`config.mk`:
```
export PLATFORM = sky130hd
export DESIGN_NAME = smb_reg_bridge
export DESIGN_NICKNAME = d
export VERILOG_FILES = /design/src/rtl/smb_reg_bridge.sv
export SDC_FILE = /design/constraint.sdc
export NUM_CORES = 1
export LEC_CHECK = 0
export BUFFER_PORTS_ARGS = -buffer_cell sky130_fd_sc_hd__buf_2
export CAP_MARGIN = 30
export CORE_MARGIN = 5
export CORE_UTILIZATION = 54
export CTS_BUF_LIST = sky130_fd_sc_hd__clkbuf_2 sky130_fd_sc_hd__clkbuf_4 sky130_fd_sc_hd__clkbuf_8
export CTS_CLUSTER_SIZE = 24
export DETAILED_ROUTE_END_ITERATION = 10
export GPL_ROUTABILITY_DRIVEN = 0
export GPL_TIMING_DRIVEN = 0
export PLACE_DENSITY_LB_ADDON = 0.1
export SYNTH_ARGS = -nofsm -noshare
export SYNTH_HDL_FRONTEND = slang
export SYNTH_SLANG_ARGS = --single-unit
```
`constraint.sdc`:
```
create_clock -name clk -period 1.79 [get_ports clk]
set_input_delay 0.0895 -clock clk [delete_from_list [all_inputs] [get_ports clk]]
set_output_delay 0.0895 -clock clk [all_outputs]
set_load 0.1 [all_outputs]
```
`src/rtl/smb_reg_bridge.sv`:
```
module smb_reg_bridge (
  input  logic        clk,
  input  logic        rst_n,
  input  logic        wr_en,
  input  logic [3:0]  wr_reg,
  input  logic [7:0]  wr_data,
  output logic        ack_valid,
  output logic        ack_nak,
  input  logic [3:0]  rd_reg,
  output logic [7:0]  rd_data,
  output logic        stretch,
  output logic        bus_valid,
  input  logic        bus_ready,
  output logic        bus_write,
  output logic        bus_cfg,
  output logic [31:0] bus_addr,
  output logic [31:0] bus_wdata,
  output logic [3:0]  bus_strb,
  input  logic        rsp_valid,
  input  logic [31:0] rsp_rdata,
  input  logic        rsp_err
);
  typedef enum logic [1:0] {S_IDLE, S_REQ, S_WAIT} st_t;

  st_t        st;
  logic [7:0] cmd_q, cnt_q, ab0, ab1, ab2, ab3;
  logic [31:0] data_q;
  logic       done_q, err_q;
  logic [3:0] strb_m;

  wire       busy   = (st != S_IDLE);
  wire       take   = wr_en && !busy;
  wire [2:0] nb     = wr_data[4:2];
  wire       cmd_ok = (cnt_q == {5'd0, nb}) && (nb != 3'd0) && (nb <= 3'd4);

  assign stretch   = busy;
  assign bus_valid = (st == S_REQ);
  assign bus_write = cmd_q[0];
  assign bus_cfg   = !cmd_q[1];
  assign bus_wdata = data_q;
  assign bus_addr  = cmd_q[1] ? {13'd0, ab2[2:0], ab1, ab0}
                              : {17'd0, ab2[2:0], ab1[3:0], ab0};

  always_comb begin
    case (cmd_q[4:2])
      3'd1:    strb_m = 4'b0001;
      3'd2:    strb_m = 4'b0011;
      3'd3:    strb_m = 4'b0111;
      3'd4:    strb_m = 4'b1111;
      default: strb_m = 4'b0000;
    endcase
  end
  assign bus_strb = cmd_q[0] ? strb_m : 4'b0000;

  always_comb begin
    case (rd_reg)
      4'd0:    rd_data = cmd_q;
      4'd1:    rd_data = cnt_q;
      4'd2:    rd_data = ab0;
      4'd3:    rd_data = ab1;
      4'd4:    rd_data = ab2;
      4'd5:    rd_data = ab3;
      4'd6:    rd_data = data_q[7:0];
      4'd7:    rd_data = data_q[15:8];
      4'd8:    rd_data = data_q[23:16];
      4'd9:    rd_data = data_q[31:24];
      4'd10:   rd_data = {6'd0, err_q, done_q};
      default: rd_data = 8'd0;
    endcase
  end

  always_ff @(posedge clk) begin
    if (!rst_n) begin
      st        <= S_IDLE;
      cmd_q     <= '0;
      cnt_q     <= '0;
      ab0       <= '0;
      ab1       <= '0;
      ab2       <= '0;
      ab3       <= '0;
      data_q    <= '0;
      done_q    <= 1'b0;
      err_q     <= 1'b0;
      ack_valid <= 1'b0;
      ack_nak   <= 1'b0;
    end else begin
      ack_valid <= wr_en;
      ack_nak   <= wr_en && busy;
      if (take) begin
        case (wr_reg)
          4'd0: begin
            cmd_q <= wr_data;
            if (cmd_ok) begin
              st     <= S_REQ;
              done_q <= 1'b0;
              err_q  <= 1'b0;
            end else begin
              done_q <= 1'b1;
              err_q  <= 1'b1;
            end
          end
          4'd1:    cnt_q <= wr_data;
          4'd2:    ab0 <= wr_data;
          4'd3:    ab1 <= wr_data;
          4'd4:    ab2 <= wr_data;
          4'd5:    ab3 <= wr_data;
          4'd6:    data_q[7:0]   <= wr_data;
          4'd7:    data_q[15:8]  <= wr_data;
          4'd8:    data_q[23:16] <= wr_data;
          4'd9:    data_q[31:24] <= wr_data;
          default: ;
        endcase
      end
      case (st)
        S_REQ:  if (bus_ready) st <= S_WAIT;
        S_WAIT: if (rsp_valid) begin
          st     <= S_IDLE;
          done_q <= 1'b1;
          err_q  <= rsp_err;
          if (!cmd_q[0] && !rsp_err) data_q <= rsp_rdata;
        end
        default: ;
      endcase
    end
  end
endmodule

```
==> results.yml <==
placed_design:
  pre_cts_slack_ns: -0.246
  placed_cells: 747
  io_buffers: 111
  dp_hpwl_um: 11100
final_layout:
  layout.nets: 714
  finish.utilization_pct: 72.5
  fillerInstances: 657
  diodes: 0
  final_cells: 767
  drive_gt1_share_pct: 39.0
  area_growth_pct: 30.5
synth:
  synth_area_per_cell_um2: 8.83
  ys_ff_latch: 86
  synth_area_leader_cell: "dfxtp_1"
  synthTopCellsByArea: "dfxtp_1 (38%), mux2i_1 (16%), a21oi_1 (5.6%), o21ai_0 (4.9%), nor2_1 (3.7%)"
  yosysMostFrequentCell: "dfxtp_1"
  synth-edff-count: 0
  synthFlopType: "dfxtp_1"
  synthArstFlopShare_pct: 0
  netlist_instances: 519
  synth_warnings: 0
  synthDistinctLibCells: 60
  ys_seq_area_share_pct: 37.6
  synth_top_area_share_pct: 37.6
  syn_area_um2: 4580
  synth_common_cells: "dfxtp_1 (86), mux2i_1 (72), a21oi_1 (51), nor2_1 (45), o21ai_0 (45)"
pwr:
  power_frac_comb_pct: 17.0
  static-leakage-power_nw: 2.55
  pwr-share-seq_pct: 45.4
  p_switching_mw: 1.27
  p_int_mw: 3.03
  power.density_nw_per_um2: 718
  vdd.ir_drop.worst_v: 0.000484
  p_sw_share_pct: 29.5
  clock_power_share_pct: 37.6
clocking:
  cts_buffers: 9
  cts-root-buf: "clkbuf_8"
  cts_buffer_depth: 2
  htree_levels: 3
  cts.clk_slew.worst_paths_ns: 0.09
  clock_latency_ns: 0.35
  tritoncts: "yes"
  clock-sinks: 86
floorplan:
  io_pins: 136
  core_area_um2: 8260
  dieArea_um2: 10400
  die_y_um: 102
  start_util_pct: 55.5
  die_w_um: 102
  rows: 33
sta:
  fin_crit_sh_pct: 106
  setup_viol: 1
  setup_ws_ns: -0.113
  post-route-min-period_ns: 1.90
  slew_violations: 0
  clock.fmax_mhz: 526
  maxSlewHeadroom_pct: 50.2
  hold_slack_ns: 0.00975
  rsz0062_at_grt: "yes"
  worst_pin_slew_ns: 0.747
  finalHoldViolCount: 0
  skew_ns: 0.00788
drt:
  drt-initial-drc-count: 483
  drtPass1Iterations: 8
  via_per_inst: 5.84
  wl_um: 15200
  drtAntennaViolNets: 0
  vias: 4480
  routed_wire_length_per_instance_um: 19.8
  drcViolationCount: 0
worst_setup_path:
  end_kind: "output port"
  crit_chain: "mux4_2, a221o_2, buf_12"
  worstReg2RegEnd: "bus_wdata[17]"
  critPathLaunchType: "register"
  worstPathMaxFanout: 3
  cp_slowest_cell: "mux4_2"
  worstPathRequired_ns: 1.70
  critical_path_class: "reg -> out"
  critPathArrivalTime_ns: 1.81
  reg2reg_depth: 7
  ff2ff_setup_slack_ns: 0.09
  r2r-start: "st[0]"
  cp_slowest_stage_delay_ns: 0.46
worst_hold_path:
  hold_end: "bus_wdata[28]"
  whs_path_depth: 3
  hp-class: "in -> reg"
  hp-start: "rsp_rdata[28]"
grt:
  grt_use_total_pct: 28.2
  grt_pass1_wl_um: 22500
  first_global_vias: 4207
  antenna_found_initial: 0
  grt_max_degree: 15
  overflow: 0
run:
  max_cap_viol_count: 0
outcome:
  status: "finished with violations"
  violations: "setup timing"
## layer usage
metal	up-vias	wire (um)	track usage, %
met3	36	1420	4.85
met5	-	0	0
met2	249	7020	45.2
met4	0	343	7.37
met1	2083	6380	39.6
li1	2112	-	-
## power by group through the flow
| stage | Sequential [mW] | Clock, mW | Combinational [mW] |
|---|---|---|---|
| after floorplan | 2.08 | 0 | 0.441 |
| after global placement | 2.00 | 0 | 0.681 |
| after detailed placement | 2.00 | 0 | 0.686 |
| after CTS | 1.95 | 1.61 | 0.706 |
| after global routing | 1.96 | 1.71 | 0.765 |
| final | 1.95 | 1.61 | 0.730 |
## registers in the layout (all words and copies together), names as in the netlist, 2 cells and up
name,cells
st,2
bus_wdata,32
ab3,8
ab2,8
cnt_q,8
cmd_q,8
ab0,8
ab1,8
## per-stage QoR
stage	total power [mW]	TNS (ns)	instance area (um^2)
6_report	4.30	-0.113	5980
5_1_grt	4.43	-0.135	5980
4_1_cts	4.27	-0.103	5850
3_5_place_dp	2.68	-8.66	5440
3_3_place_gp	2.68	-6.12	5440
2_1_floorplan	2.52	-1.23	4750
## worst max-delay path: cells and delay by family, from the launching register on
family,cells,cell delay (ns)
buf+inv,1,0.18
compound gates,1,0.45
flops,1,0.37
mux,1,0.46
## how the worst max path moves through the flow
stage,from,end,slack (ns)
after floorplan,ab0[2],rd_data[2],-0.58
after global placement,st[0],bus_wdata[29],-0.17
after detailed placement,st[0],bus_wdata[27],-0.25
after CTS,cmd_q[1],rd_data[1],-0.10
after global routing,cmd_q[1],rd_data[1],-0.12
final,cmd_q[1],rd_data[1],-0.11
## layout by cell type, fill, tap and decap left out, drive strengths merged, types with 3 or more instances in the layout
| cell | netlist | layout |
|---|---|---|
| a31oi | 5 | 5 |
| nor2b | 12 | 12 |
| ha | 3 | 3 |
| and2 | 8 | 8 |
| dfxtp | 86 | 86 |
| nor3 | 6 | 6 |
| buf | 35 | 145 |
| o22ai | 3 | 3 |
| mux2i | 72 | 72 |
| nand2 | 30 | 30 |
| mux2 | 10 | 10 |
| inv | 8 | 9 |
| and3 | 5 | 5 |
| nor2 | 46 | 46 |
| a32oi | 4 | 4 |
| nand4 | 5 | 5 |
| conb | 1 | 13 |
| nand3 | 7 | 7 |
| a22oi | 3 | 3 |
| a21oi | 51 | 51 |
| or3 | 2 | 3 |
| o21ai | 45 | 45 |
| mux4 | 3 | 3 |
| a221oi | 6 | 6 |
| clkbuf | 28 | 42 |
## kinds of logic (layout without fill, tap and decap cells)
logic type / count (synthesis) / count (layout) / synth area share, %
compound gates: 138 / 138 / 17.9
xor+xnor: 2 / 2 / 0.382
fa+ha+maj: 3 / 3 / 0.819
buf+inv: 71 / 201 / 7.67
flops: 86 / 86 / 37.6
mux: 85 / 85 / 19.7
other cells: 1 / 13 / 0.0818
simple gates: 133 / 134 / 15.9
## area by class of cell
cell class / instances / area [um^2] / share of cell area [%]
Clock buffer: 12 / 165 / 2.76
Sequential cell: 86 / 1790 / 29.9
Tap cell: 105 / 131 / 2.20
Buffer: 60 / 353 / 5.90
Clock inverter: 4 / 76.3 / 1.28
Multi-Input combinational cell: 375 / 2720 / 45.4
Timing Repair Buffer: 117 / 723 / 12.1
Inverter: 8 / 30.0 / 0.502
## timing repair
| item | 4_1_cts | 5_1_grt |
|---|---|---|
| hold buffers | 2 | 0 |
| gates cloned | 0 | 1 |
| setup endpoints to repair | 63 | 56 |
| setup buffers | 3 | 1 |
| hold endpoints to repair | 2 | 0 |
| pin swaps | 4 | 10 |
| resized for setup | 29 | 63 |
No activity file was read; power rests on OpenSTA's default activity.
